===== config.mk =====
export PLATFORM = sky130hd
export DESIGN_NAME = pwm_timer16
export DESIGN_NICKNAME = d
export VERILOG_FILES = /design/src/rtl/tmr_pkg.sv /design/src/rtl/tmr_clk_gen.sv /design/src/rtl/tmr_capture.sv /design/src/rtl/tmr_cmp_chan.sv /design/src/rtl/pwm_timer16.sv
export SDC_FILE = /design/constraint.sdc
export NUM_CORES = 1
export LEC_CHECK = 0
export ABC_AREA = 0
export CORE_MARGIN = 5
export CORE_UTILIZATION = 25
export DETAILED_ROUTE_END_ITERATION = 8
export GPL_ROUTABILITY_DRIVEN = 0
export GPL_TIMING_DRIVEN = 0
export PLACE_DENSITY = 0.39
export SYNTH_ARGS = -nofsm -noshare
export SYNTH_HDL_FRONTEND = slang
export SYNTH_SLANG_ARGS = --single-unit

===== constraint.sdc =====
create_clock -name clk -period 13.24 [get_ports clk]
set_input_delay 1.324 -clock clk [delete_from_list [all_inputs] [get_ports clk]]
set_output_delay 1.324 -clock clk [all_outputs]
set_load 0.01 [all_outputs]

===== src/rtl/tmr_pkg.sv =====
package tmr_pkg;
  typedef enum logic [2:0] {
    CS_STOP     = 3'd0,
    CS_CK       = 3'd1,
    CS_DIV8     = 3'd2,
    CS_DIV64    = 3'd3,
    CS_DIV256   = 3'd4,
    CS_DIV1024  = 3'd5,
    CS_EXT_FALL = 3'd6,
    CS_EXT_RISE = 3'd7
  } clk_sel_e;

  localparam logic [2:0] A_CTL  = 3'd0;
  localparam logic [2:0] A_CNT  = 3'd1;
  localparam logic [2:0] A_CMPA = 3'd2;
  localparam logic [2:0] A_CMPB = 3'd3;
  localparam logic [2:0] A_CAP  = 3'd4;
  localparam logic [2:0] A_FLG  = 3'd5;

  localparam int FL_OVF  = 0;
  localparam int FL_CMPA = 1;
  localparam int FL_CMPB = 2;
  localparam int FL_CAP  = 3;
  localparam int N_FLAGS = 4;
endpackage


===== src/rtl/tmr_clk_gen.sv =====
module tmr_clk_gen
  import tmr_pkg::*;
#(
  parameter int PRE_W = 10
) (
  input  logic     clk,
  input  logic     rst_n,
  input  clk_sel_e sel,
  input  logic     ext_pin,
  output logic     tick
);
  localparam int TAP_N = 4;
  localparam int TAP_LOG [TAP_N] = '{3, 6, 8, PRE_W};

  logic [PRE_W-1:0] pre;
  logic [TAP_N-1:0] tap_tick;
  logic s1, s2, s3;
  logic ext_rise, ext_fall;

  always_ff @(posedge clk or negedge rst_n) begin
    if (!rst_n) pre <= '0;
    else        pre <= pre + 1'b1;
  end

  for (genvar g = 0; g < TAP_N; g++) begin : g_tap
    assign tap_tick[g] = &pre[TAP_LOG[g]-1:0];
  end

  always_ff @(posedge clk or negedge rst_n) begin
    if (!rst_n) begin
      s1 <= 1'b0; s2 <= 1'b0; s3 <= 1'b0;
    end else begin
      s1 <= ext_pin; s2 <= s1; s3 <= s2;
    end
  end
  assign ext_rise = s2 & ~s3;
  assign ext_fall = ~s2 & s3;

  always_comb begin
    unique case (sel)
      CS_STOP:     tick = 1'b0;
      CS_CK:       tick = 1'b1;
      CS_DIV8:     tick = tap_tick[0];
      CS_DIV64:    tick = tap_tick[1];
      CS_DIV256:   tick = tap_tick[2];
      CS_DIV1024:  tick = tap_tick[3];
      CS_EXT_FALL: tick = ext_fall;
      CS_EXT_RISE: tick = ext_rise;
      default:     tick = 1'b0;
    endcase
  end


  div8_spacing_chk: assert property (@(posedge clk) disable iff (!rst_n)
    (sel == CS_DIV8) && tick |=> (sel != CS_DIV8) || !tick);
endmodule


===== src/rtl/tmr_capture.sv =====
module tmr_capture #(
  parameter int NC_DEPTH = 4
) (
  input  logic clk,
  input  logic rst_n,
  input  logic cap_pin,
  input  logic nc_en,
  input  logic edge_rise,
  output logic trig
);
  logic s1, s2;
  logic [NC_DEPTH-1:0] hist;
  logic filt, filt_q;

  always_ff @(posedge clk or negedge rst_n) begin
    if (!rst_n) begin
      s1 <= 1'b0; s2 <= 1'b0; hist <= '0; filt <= 1'b0; filt_q <= 1'b0;
    end else begin
      s1     <= cap_pin;
      s2     <= s1;
      hist   <= {hist[NC_DEPTH-2:0], s2};
      filt_q <= filt;
      if (!nc_en)        filt <= s2;
      else if (&hist)    filt <= 1'b1;
      else if (~|hist)   filt <= 1'b0;
    end
  end

  assign trig = edge_rise ? (filt & ~filt_q) : (~filt & filt_q);


  nc_agree_chk: assert property (@(posedge clk) disable iff (!rst_n)
    nc_en && $past(nc_en) && trig |-> ($past(hist) == {NC_DEPTH{filt}}));
endmodule


===== src/rtl/tmr_cmp_chan.sv =====
module tmr_cmp_chan #(
  parameter int W = 16
) (
  input  logic         clk,
  input  logic         rst_n,
  input  logic         pwm_on,
  input  logic         wr_cmp,
  input  logic [W-1:0] wr_data,
  input  logic         load_evt,
  input  logic         adv,
  input  logic [W-1:0] cnt_nxt,
  input  logic         move_up,
  input  logic [1:0]   mode,
  output logic         match,
  output logic         out_pin,
  output logic [W-1:0] hold_val
);
  logic [W-1:0] act;

  always_ff @(posedge clk or negedge rst_n) begin
    if (!rst_n) begin
      hold_val <= '0;
      act      <= '0;
    end else begin
      if (wr_cmp) hold_val <= wr_data;
      if (wr_cmp && !pwm_on) act <= wr_data;
      else if (load_evt)     act <= hold_val;
    end
  end

  assign match = adv && (cnt_nxt == act);

  always_ff @(posedge clk or negedge rst_n) begin
    if (!rst_n) out_pin <= 1'b0;
    else if (match) begin
      if (pwm_on) begin
        if (mode == 2'd2)      out_pin <= ~move_up;
        else if (mode == 2'd3) out_pin <= move_up;
      end else begin
        unique case (mode)
          2'd1:    out_pin <= ~out_pin;
          2'd2:    out_pin <= 1'b0;
          2'd3:    out_pin <= 1'b1;
          default: out_pin <= out_pin;
        endcase
      end
    end
  end


  act_hold_chk: assert property (@(posedge clk) disable iff (!rst_n)
    pwm_on && !load_evt |=> $stable(act));
endmodule


===== src/rtl/pwm_timer16.sv =====
module pwm_timer16
  import tmr_pkg::*;
#(
  parameter int W        = 16,
  parameter int PRE_W    = 10,
  parameter int NC_DEPTH = 4,
  parameter int PWM_MIN  = 8
) (
  input  logic               clk,
  input  logic               rst_n,
  input  logic               wr_en,
  input  logic [2:0]         wr_addr,
  input  logic [W-1:0]       wr_data,
  input  logic [2:0]         rd_addr,
  output logic [W-1:0]       rd_data,
  input  logic               ext_clk_pin,
  input  logic               cap_pin,
  output logic               cmp_out_a,
  output logic               cmp_out_b,
  output logic [N_FLAGS-1:0] irq_flags
);
  localparam int CTL_W = 11;

  function automatic logic [W-1:0] top_of(input logic [1:0] r);
    return (W'(1) << (PWM_MIN - 1 + int'(r))) - W'(1);
  endfunction

  logic [CTL_W-1:0] ctl;
  logic [W-1:0] cnt, cnt_nxt, top, cap_reg;
  logic [W-1:0] hold_a, hold_b;
  logic [N_FLAGS-1:0] flags;
  logic up, nxt_up, move_up, tick, adv, pwm_on;
  logic wr_ctl, wr_cnt, wr_ca, wr_cb, wr_flg;
  logic ovf_evt, load_evt, cap_evt, match_a, match_b, at_top, at_bot;
  clk_sel_e csel;

  assign csel   = clk_sel_e'(ctl[2:0]);
  assign pwm_on = (ctl[4:3] != 2'd0);
  assign top    = top_of(ctl[4:3]);

  assign wr_ctl = wr_en && (wr_addr == A_CTL);
  assign wr_cnt = wr_en && (wr_addr == A_CNT);
  assign wr_ca  = wr_en && (wr_addr == A_CMPA);
  assign wr_cb  = wr_en && (wr_addr == A_CMPB);
  assign wr_flg = wr_en && (wr_addr == A_FLG);

  always_ff @(posedge clk or negedge rst_n) begin
    if (!rst_n)      ctl <= '0;
    else if (wr_ctl) ctl <= wr_data[CTL_W-1:0];
  end

  tmr_clk_gen #(.PRE_W(PRE_W)) u_clk (
    .clk(clk), .rst_n(rst_n), .sel(csel), .ext_pin(ext_clk_pin), .tick(tick)
  );

  assign adv    = tick && !wr_cnt;
  assign at_top = up && (cnt >= top);
  assign at_bot = !up && (cnt == '0);

  always_comb begin
    if (!pwm_on) begin
      cnt_nxt = cnt + 1'b1;
      nxt_up  = 1'b1;
      move_up = 1'b1;
    end else if (up) begin
      cnt_nxt = at_top ? top - 1'b1 : cnt + 1'b1;
      nxt_up  = !at_top;
      move_up = !at_top;
    end else begin
      cnt_nxt = at_bot ? W'(1) : cnt - 1'b1;
      nxt_up  = at_bot;
      move_up = at_bot;
    end
  end

  assign ovf_evt  = adv && (pwm_on ? at_bot : (cnt == {W{1'b1}}));
  assign load_evt = adv && pwm_on && up && (cnt_nxt == top);

  always_ff @(posedge clk or negedge rst_n) begin
    if (!rst_n) begin
      cnt <= '0;
      up  <= 1'b1;
    end else begin
      if (wr_cnt)   cnt <= wr_data;
      else if (adv) cnt <= cnt_nxt;
      if (!pwm_on)  up <= 1'b1;
      else if (adv) up <= nxt_up;
    end
  end

  tmr_cmp_chan #(.W(W)) u_cha (
    .clk(clk), .rst_n(rst_n), .pwm_on(pwm_on), .wr_cmp(wr_ca), .wr_data(wr_data),
    .load_evt(load_evt), .adv(adv), .cnt_nxt(cnt_nxt), .move_up(move_up),
    .mode(ctl[6:5]), .match(match_a), .out_pin(cmp_out_a), .hold_val(hold_a)
  );

  tmr_cmp_chan #(.W(W)) u_chb (
    .clk(clk), .rst_n(rst_n), .pwm_on(pwm_on), .wr_cmp(wr_cb), .wr_data(wr_data),
    .load_evt(load_evt), .adv(adv), .cnt_nxt(cnt_nxt), .move_up(move_up),
    .mode(ctl[8:7]), .match(match_b), .out_pin(cmp_out_b), .hold_val(hold_b)
  );

  tmr_capture #(.NC_DEPTH(NC_DEPTH)) u_cap (
    .clk(clk), .rst_n(rst_n), .cap_pin(cap_pin), .nc_en(ctl[10]),
    .edge_rise(ctl[9]), .trig(cap_evt)
  );

  always_ff @(posedge clk or negedge rst_n) begin
    if (!rst_n)       cap_reg <= '0;
    else if (cap_evt) cap_reg <= cnt;
  end

  logic [N_FLAGS-1:0] set_vec, clr_vec;
  always_comb begin
    set_vec = '0;
    set_vec[FL_OVF]  = ovf_evt;
    set_vec[FL_CMPA] = match_a;
    set_vec[FL_CMPB] = match_b;
    set_vec[FL_CAP]  = cap_evt;
    clr_vec = wr_flg ? wr_data[N_FLAGS-1:0] : '0;
  end

  always_ff @(posedge clk or negedge rst_n) begin
    if (!rst_n) flags <= '0;
    else        flags <= set_vec | (flags & ~clr_vec);
  end
  assign irq_flags = flags;

  always_comb begin
    unique case (rd_addr)
      A_CTL:   rd_data = W'(ctl);
      A_CNT:   rd_data = cnt;
      A_CMPA:  rd_data = hold_a;
      A_CMPB:  rd_data = hold_b;
      A_CAP:   rd_data = cap_reg;
      A_FLG:   rd_data = W'(flags);
      default: rd_data = '0;
    endcase
  end


  ovf_flag_chk: assert property (@(posedge clk) disable iff (!rst_n)
    ovf_evt |=> flags[FL_OVF]);

  pwm_bound_chk: assert property (@(posedge clk) disable iff (!rst_n)
    pwm_on && !wr_cnt && !wr_ctl && (cnt <= top) |=> cnt <= top);

  cap_value_chk: assert property (@(posedge clk) disable iff (!rst_n)
    cap_evt |=> (cap_reg == $past(cnt)) && flags[FL_CAP]);

  flag_clear_chk: assert property (@(posedge clk) disable iff (!rst_n)
    wr_flg && wr_data[FL_CAP] && !cap_evt |=> !flags[FL_CAP]);
endmodule


# [Yosys cells after proc, flatten, opt, wreduce, memory -nomap -nowiden]
# Cells that the tools add are included.
[word_totals] reg_bits=135 out_inout_bits=22
[classes] addsub=6 magnitude_cmp=1 n_eq_ne=30 shifts=1 mux=30 bitwise_logic=14 n_reduce_logical=38
[op_table] cell="$mux 16" count=10
[op_table] cell="$pmux 16 s6" count=1
[op_table] cell="$eq 16x16->1" count=3
[op_table] cell="$sub 16x1->16 const B" count=2
[op_table] cell="$eq 3x3->1 const B" count=7
[op_table] cell="$eq 3x2->1 const B" count=6
[op_table] cell="$add 16x1->16 const B" count=1
[op_table] cell="$eq 16x16->1 const B" count=1
[op_table] cell="$ge 16x16->1" count=1
[op_table] cell="$logic_and 1x1->1" count=16
[op_table] cell="$logic_not 16->1" count=1
[op_table] cell="$shl 1x4->16 const A" count=1
[op_table] cell="$sub 16x2->16 const B" count=1
[op_table] cell="$mux 1" count=15
[op_table] cell="$add 10x1->10 const B" count=1
[op_table] cell="$reduce_and 10->1" count=1
[op_table] cell="$eq 3x1->1 const B" count=3
[op_table] cell="$logic_not 3->1" count=3
[op_table] cell="$reduce_and 3->1" count=3
[op_table] cell="$eq 2x2->1 const B" count=4
[op_table] cell="$pmux 1 s8" count=1
[op_table] cell="$reduce_and 8->1" count=1
[op_table] cell="$reduce_bool 2->1" count=4
[op_table] cell="$not 1->1" count=7
[op_table] cell="other kinds (16)" count=26

# [Logic depth before layout (Yosys ltp)]
# Gate-level depths: netlist (run 1).
[logic_depth] word_depth=12 depth_mapped=22

# [Hierarchy]
# A second synthesis (run 1) with hierarchy kept.
[unflattened] hier_cells=859 area_unflattened_um2=8439.3
[modules_own_cells] mod="pwm_timer16" instances=1 cells_per_inst=515 area_each_um2=4428.0 seq_area_each_um2=1202.4
[modules_own_cells] mod="tmr_cmp_chan" instances=2 cells_per_inst=141 area_each_um2=1597.8 seq_area_each_um2=825.8
[modules_own_cells] mod="tmr_clk_gen" instances=1 cells_per_inst=46 area_each_um2=569.3 seq_area_each_um2=325.3
[modules_own_cells] mod="tmr_capture" instances=1 cells_per_inst=16 area_each_um2=246.5 seq_area_each_um2=200.2

# [Least setup slack after synthesis (run 1)]
# No wires, ideal clock.
[synth_path] kind="register -> register" startpoint="register ctl[4]" endpoint="register u_chb.act[4]" setup_ns=0.137 arrival_ns=4.518 required_time_ns=13.103 path_slack_ns=8.585 path_stages_with_launch=22 path_buffers=6 synth_period_minus_slack_ns=4.655 path_cell_list="dfrtp_1 buf_2 or2_2 buf_2 clkbuf_1 buf_2 inv_1 ha_1 clkbuf_1 or2_2 ha_1 a21oi_1 o21ai_0 o2bb2ai_1 nor2_2 o31ai_1 xnor2_1 a211oi_1 o311ai_4 buf_6 mux2i_1 a21oi_1"
[synth_via] elab_chain_len=11 elab_cells_between_ends=18
[synth_lines] item="from (decl)" line="pwm_timer16.sv:28" text="logic [CTL_W-1:0] ctl;"
[synth_lines] item="from (signal assigned)" line="pwm_timer16.sv:49" text="else if (wr_ctl) ctl <= wr_data[CTL_W-1:0];"
[synth_lines] item="$add 3x2->4" line="pwm_timer16.sv:25" text="return (W'(1) << (PWM_MIN - 1 + int'(r))) - W'(1);"
[synth_lines] item="$shl 1x4->16" line="pwm_timer16.sv:25"
[synth_lines] item="$sub 16x2->16" line="pwm_timer16.sv:25"
[synth_lines] item="$ge 16x16->1" line="pwm_timer16.sv:57" text="assign at_top = up && (cnt >= top);"
[synth_lines] item="$logic_and 1x1->1" line="pwm_timer16.sv:57"
[synth_lines] item="$mux 16" line="pwm_timer16.sv:66" text="cnt_nxt = at_top ? top - 1'b1 : cnt + 1'b1;"
[synth_lines] item="$mux 16" line="pwm_timer16.sv:65" text="end else if (up) begin"
[synth_lines] item="$mux 16" line="pwm_timer16.sv:61" text="if (!pwm_on) begin"
[synth_lines] item="$eq 16x16->1" line="pwm_timer16.sv:77" text="assign load_evt = adv && pwm_on && up && (cnt_nxt == top);"
[synth_lines] item="$logic_and 1x1->1" line="pwm_timer16.sv:77"
[synth_lines] item="$reduce_bool 2->1 (no line)"
[synth_lines] item="to (signal assigned)" line="tmr_cmp_chan.sv:26" text="if (wr_cmp && !pwm_on) act <= wr_data;"
[synth_lines] item="to (signal assigned)" line="tmr_cmp_chan.sv:27" text="else if (load_evt) act <= hold_val;"
[synth_lines] item="to (decl)" line="tmr_cmp_chan.sv:18" text="logic [W-1:0] act;"
# Several ways; a longest one is shown, not always the timed one.
# A chain may end at the register's enable or synchronous reset.

# [Worst setup path in the final report (run 1)]
[layout_path] startpoint="register ctl[4]" endpoint="register u_cha.out_pin"
[layout_via] elab_chain_len=11 elab_cells_between_ends=21
[layout_lines] item="$add 3x2->4" line="pwm_timer16.sv:25"
[layout_lines] item="$shl 1x4->16" line="pwm_timer16.sv:25"
[layout_lines] item="$sub 16x2->16" line="pwm_timer16.sv:25"
[layout_lines] item="$ge 16x16->1" line="pwm_timer16.sv:57"
[layout_lines] item="$logic_and 1x1->1" line="pwm_timer16.sv:57"
[layout_lines] item="$mux 16 / $logic_not 1->1 (equally long branches)" line="pwm_timer16.sv:66, pwm_timer16.sv:68"
[layout_lines] item="$mux 16 / $mux 1 (equally long branches)" line="pwm_timer16.sv:65"
[layout_lines] item="$mux 16 / $mux 1 (equally long branches)" line="pwm_timer16.sv:61"
[layout_lines] item="$eq 16x16->1 (tied with other cells)" line="tmr_cmp_chan.sv:31" text="assign match = adv && (cnt_nxt == act);"
[layout_lines] item="$logic_and 1x1->1 / $mux 1 (equally long branches)" line="tmr_cmp_chan.sv:31, tmr_cmp_chan.sv:37"
[layout_lines] item="$reduce_and 3->1 (no line) / $mux 1 (equally long branches)"
[layout_lines] item="to (signal assigned)" line="tmr_cmp_chan.sv:37" text="if (mode == 2'd2) out_pin <= ~move_up;"
[layout_lines] item="to (signal assigned)" line="tmr_cmp_chan.sv:38" text="else if (mode == 2'd3) out_pin <= move_up;"
[layout_lines] item="to (signal assigned)" line="tmr_cmp_chan.sv:41" text="2'd1: out_pin <= ~out_pin;"
[layout_lines] item="to (decl)" line="tmr_cmp_chan.sv:15" text="output logic out_pin,"
# Several ways; a longest one is shown, not always the timed one. The select of a mux whose other input is x is not followed.

==> impl_metrics.tcl, run 1 <==
set metrics [dict create \
    finalSetupTns_ps 0 \
    vias 8058 \
    drc 0 \
    cts_inserted_buffers 17 \
    avgViaCountPerCell 5.32 \
    cp_max_fo 10 \
    diodes 0 \
    syn_avg_cell_area_um2 9.31 \
    async_flop_share_pct 100 \
    syn_area_um2 9000 \
    layout.nets 1086 \
    cts.sinks 135 \
    rows 69 \
    ys.flop_type "dfrtp_1" \
    yosys_register_bits 135 \
    start_util_pct 25.3 \
    grt_max_degree 77 \
    peakVddDrop_mv 0.100 \
    die_area_um2 39900 \
    clk_path_buf_depth 2 \
    grt_pass1_wl_um 54800 \
    drive_gt1_share_pct 13.5 \
    ctsHoldBuffers 0 \
    grt_usage_pct 18.7 \
    critPathArrivalTime_ps 6930 \
    mostFrequentLayoutCells "134 x dfrtp_1, 104 x nand2_1, 62 x o21ai_0, 60 x nor2_1, 59 x mux2_2" \
    met3_usage_pct 2.24 \
    drv_slew 0 \
    skew_ps 10.7 \
    endpoint_kind "flip-flop" \
    period_share_pct 49.7 \
    worst_slack_ps 6660 \
    ios 49 \
    cpPeakStageDelay_ps 800 \
    crit_type "reg -> reg" \
    crit_path_frequent_cell "buf_2" \
    chipWidth_um 200 \
    clk_pin_slew_ps 70 \
    synthDistinctLibCells 94 \
    pre_cts_slack_ps 6810 \
    layout_commonest_cell "dfrtp_1" \
    cts_resized 0 \
    fmax_mhz 152 \
    cts_tree "yes" \
    worst_pin_slew_ps 1230 \
    busiest_layer "met2" \
    insertion_delay_ps 430 \
    dp_hpwl_um 28800 \
    dr.pass1.iters 5 \
    cp_slowest_cell "o31ai_1" \
    htreeDepth 4 \
    synth_seq_area_share_pct 37.6 \
    routed_wl_um 36800 \
    wire_per_inst_um 24.3 \
    status "completed" \
    p_per_area_nw_per_um2 221 \
    first_iter_violations 679 \
    coreArea_um2 35600 \
    grt_overflow 0 \
    slew_headroom_pct 17.2 \
    io_buffers 46 \
    crit_chain "buf_2 -> or2_2 -> buf_2 -> clkbuf_1 -> buf_2 -> inv_1 -> ha_1 -> clkbuf_1 -> or2_2 -> ha_1 -> a21oi_1 -> o21ai_0 -> o2bb2ai_1 -> nor2_2 -> o31ai_1 -> xnor2_1 -> nand2_1 -> a2111oi_0 -> nand3_1 -> o2bb2ai_1" \
    ant_nets 0 \
    start_kind "flip-flop" \
    worstPathRequired_ps 13580 \
    grtUsageMet2_pct 29.6 \
    min_path_type "reg -> reg" \
    grt_pass1_vias 8011 \
    setup_violations 0 \
    die_h_um 200 \
    ys_warn_count 0 \
    whs_path_depth 0 \
    syn2layout_area_growth_pct 19.1 \
    cts_setup_buffers 0 \
    antenna_found_initial 0 \
    rsz0062_at_grt "false" \
    synth_edf_count 0 \
    cellLeakagePower_nw 4.36 \
    cts-root-buf "clkbuf_16" \
    r2r_cells 20 \
    maxCapViolCount 0 \
    synth_cells 967 \
    hold_viol 0 \
    gr-usage-met1_pct 26.3 \
    layout_min_cycle_time_ps 6580 \
]
worst paths after layout:
| path | from | to | slack, ps |
|---|---|---|---|
| min in group asynchronous | rst_n | u_cap.s1 | 940 |
| max reg2reg | ctl[4] | u_cha.out_pin | 6660 |
| min reg2reg | u_cap.s1 | u_cap.s2 | 360 |
| min | u_cap.s1 | u_cap.s2 | 360 |
| max in group asynchronous | rst_n | cnt[11] | 11470 |
| max | ctl[4] | u_cha.out_pin | 6660 |
final cells by class:
class	count	area, um^2
Buffer	59	278
Clock buffer	19	433
Clock inverter	13	195
Fill cell	3813	24900
Inverter	35	131
Multi-Input combinational cell	745	5240
Sequential cell	135	3380
Tap cell	461	577
Timing Repair Buffer	47	489
synthesized netlist by cell type (5+ instances only):
| library cell | n | share of area [%] |
|---|---|---|
| dfrtp_1 | 134 | 37 |
| nand2_1 | 104 | 4.3 |
| o21ai_0 | 62 | 3.4 |
| nor2_1 | 60 | 2.5 |
| mux2_2 | 59 | 7.4 |
| a21oi_1 | 49 | 2.7 |
| mux2i_1 | 48 | 5.3 |
| clkbuf_1 | 41 | 1.7 |
| inv_1 | 34 | 1.4 |
| xnor2_1 | 29 | 2.8 |
| nand3_1 | 28 | 1.6 |
| nor3_1 | 20 | 1.1 |
| ha_1 | 19 | 2.6 |
| nand4_1 | 19 | 1.3 |
| o21ai_1 | 18 | 1.0 |
| xor2_1 | 18 | 1.8 |
| nor4_1 | 12 | 0.83 |
| a22oi_1 | 10 | 0.83 |
| nor2b_1 | 9 | 0.63 |
| o22ai_1 | 8 | 0.56 |
| mux4_2 | 7 | 1.8 |
| or3_1 | 7 | 0.49 |
| and3_1 | 6 | 0.42 |
| buf_2 | 6 | 0.33 |
| buf_6 | 6 | 0.75 |
| nand2b_1 | 6 | 0.42 |
| o2111ai_1 | 6 | 0.58 |
| o21a_1 | 6 | 0.50 |
| a211oi_1 | 5 | 0.42 |
| a31oi_1 | 5 | 0.35 |
| and2_1 | 5 | 0.35 |
| and4_1 | 5 | 0.49 |
| buf_1 | 5 | 0.21 |
| nor3b_1 | 5 | 0.42 |
critical path, delay by kind of cell (launching register included):
family                     cells  cell delay [ps]
AOI/OAI and AO/OA              6             2460
xor gates and xnor gates       1              200
adders and majority gates      2              500
buffers and inverters          6             1780
DFF                            1              320
and+or+nand+nor                5             1210
cell families after synthesis:
logic type	after synthesis	synth area share, %
flops	135	37.6
compound gates	237	18.0
xor+xnor	47	4.57
fa+ha+maj	19	2.64
simple gates	319	18.1
other cells	2	0.0835
mux	114	14.5
buf+inv	94	4.55
per-stage QoR:
step | instance area (um^2) | total power [mW] | utilization, % | hold slack, ps | std cells
6_report | 10700 | 2.37 | 30.1 | 364 | 1514
5_1_grt | 10700 | 2.51 | 30.1 | 368 | 1514
4_1_cts | 10700 | 2.37 | 30.1 | 368 | 1514
3_5_place_dp | 10100 | 1.84 | 28.4 | 340 | 1482
3_3_place_gp | 10100 | 1.84 | 28.3 | 344 | 1481
2_1_floorplan | 9020 | 1.41 | - | 331 | 974
layer usage:
layer	up-vias	share of wire [%]
li1	3686	-
met1	4057	47
met2	259	46
met3	56	3.9
met4	0	3.5
met5	-	0
report_power, final:
part / switching [mW] / internal (mW) / total, mW
sequential: 0.135 / 0.538 / 0.673
clock: 0.205 / 0.319 / 0.524
combinational: 0.743 / 0.435 / 1.18
Note: power is estimated with default switching activity, not from simulation.
==> run 2, diff against run 1 <==
Clock period 13.24 ns to 6.31 ns, I/O delays scaled along.
==> impl_metrics.tcl, run 2 (synthesis gave the netlist of run 1 again) <==
set metrics [dict create \
    layout.nets 1085 \
    diodes 0 \
    clk_path_buf_depth 2 \
    syn2layout_area_growth_pct 19.3 \
    drv_slew 0 \
    start_util_pct 25.3 \
    total_power_mw 5.00 \
    cts.sinks 135 \
    crit_path_frequent_cell "buf_2" \
    min_path_type "in -> async" \
    period_share_pct 93.6 \
    insertion_delay_ps 430 \
    cts_inserted_buffers 17 \
    p_per_area_nw_per_um2 466 \
    grt_pass1_vias 8012 \
    antenna_found_initial 0 \
    pre_cts_slack_ps -119 \
    ant_nets 0 \
    fmax_mhz 169 \
    endpoint_kind "flip-flop" \
    drc 0 \
    first_iter_violations 724 \
    cp_slowest_cell "o311ai_2" \
    htreeDepth 4 \
    worst_pin_slew_ps 1240 \
    chipWidth_um 200 \
    maxCapViolCount 0 \
    status "completed" \
    worstPathRequired_ps 6580 \
    grt_overflow 0 \
    layout_min_cycle_time_ps 5900 \
    cts_tree "yes" \
    cellLeakagePower_nw 4.36 \
    die_h_um 200 \
    dp_hpwl_um 28800 \
    rsz0062_at_grt "false" \
    dr.pass1.iters 6 \
    crit_type "reg -> reg" \
    coreArea_um2 35600 \
    ios 49 \
    rows 69 \
    avgViaCountPerCell 5.31 \
    start_kind "flip-flop" \
    setup_violations 0 \
    peakVddDrop_mv 0.209 \
    wire_per_inst_um 24.4 \
    grt_max_degree 77 \
    grt_usage_pct 18.7 \
    vias 8038 \
    io_buffers 46 \
    skew_ps 8.77 \
    slew_headroom_pct 17.5 \
    layout_commonest_cell "dfrtp_1" \
    grt_pass1_wl_um 54800 \
    cp_max_fo 16 \
    cts-root-buf "clkbuf_16" \
    final_core_util_pct 30.2 \
    drive_gt1_share_pct 13.8 \
    die_area_um2 39900 \
    routed_wl_um 36800 \
    cpPeakStageDelay_ps 820 \
    clk_pin_slew_ps 70 \
    worst_slack_ps 406 \
    crit_chain "buf_2 -> or2_2 -> buf_2 -> buf_2 -> inv_1 -> ha_1 -> clkbuf_1 -> or2_2 -> ha_1 -> nand4_1 -> a21oi_1 -> o21ai_2 -> o311ai_2 -> inv_2 -> nor4b_1 -> o311ai_4 -> buf_6 -> mux2i_1 -> a21oi_1" \
    critPathArrivalTime_ps 6180 \
    mostFrequentLayoutCells "134 x dfrtp_1, 104 x nand2_1, 62 x o21ai_0, 60 x nor2_1, 59 x mux2_2" \
    hold_viol 0 \
    ctsHoldBuffers 0 \
]
## run 2: cell types whose count changed in the layout (fill, tap and decap cells not counted), sizes merged
cell and delta:
clkbuf -1
## run 2: worst paths after layout
path	depth (start not counted)	start	end	slack (ps)
min in group clk	0	u_cap.s1	u_cap.s2	360
max in group asynchronous	2	rst_n	cnt[11]	5230
min reg2reg	0	u_cap.s1	u_cap.s2	360
max reg2reg	19	ctl[4]	u_chb.act[4]	410
max	19	ctl[4]	u_chb.act[4]	410
min	1	rst_n	u_cap.s1	250
## run 2: per-layer routing
layer	vias up	GRT usage (%)	part of all wire, %
li1	3688	-	-
met2	254	29.6	46
met4	0	7.12	3.4
met3	48	2.24	4.3
met5	-	0	0
met1	4048	26.3	47
## run 2: cell type report
| type | instances | area, um^2 |
|---|---|---|
| multi-input combinational | 745 | 5250 |
| clock buffer | 19 | 433 |
| clock inverter | 13 | 195 |
| timing repair buffer | 47 | 489 |
| inverter | 35 | 131 |
| tap | 461 | 577 |
| fill | 3807 | 24800 |
| sequential | 135 | 3380 |
| buffer | 58 | 274 |
## run 2: timing repair
action / in CTS / in global routing
resized for setup: 2 / 2
hold endpoints to repair: 0 / 0
endpoints found under the setup margin: 32 / 34
buffers inserted: 0 / 0
## run 2: per-stage QoR
stage | area, um^2 | instances | setup TNS [ps] | hold WS, ps
finish | 10700 | 1513 | 0 | 252
global route | 10700 | 1513 | 0 | 308
CTS | 10700 | 1514 | 0 | 273
detailed placement | 10100 | 1482 | -266 | 340
global placement | 10100 | 1481 | -210340 | 344
floorplan | 9020 | 974 | 0 | 331
## run 2: critical path: cells and delay by family, from the launching register on
kind                       cells  cell delay, ps
AOI/OAI and AO/OA              5            1670
adders and majority gates      2             500
buffers and inverters          7            1770
DFF                            1             310
muxes                          1             150
and+or+nand+nor                4            1290
## run 2: power breakdown
part / leakage [nW] / internal [mW] / total [mW] / switching [mW]
Combinational: 2.43 / 0.919 / 2.49 / 1.57
Clock: 0.300 / 0.669 / 1.10 / 0.429
Sequential: 1.64 / 1.13 / 1.41 / 0.285
Total: 4.36 / 2.72 / 5.00 / 2.29
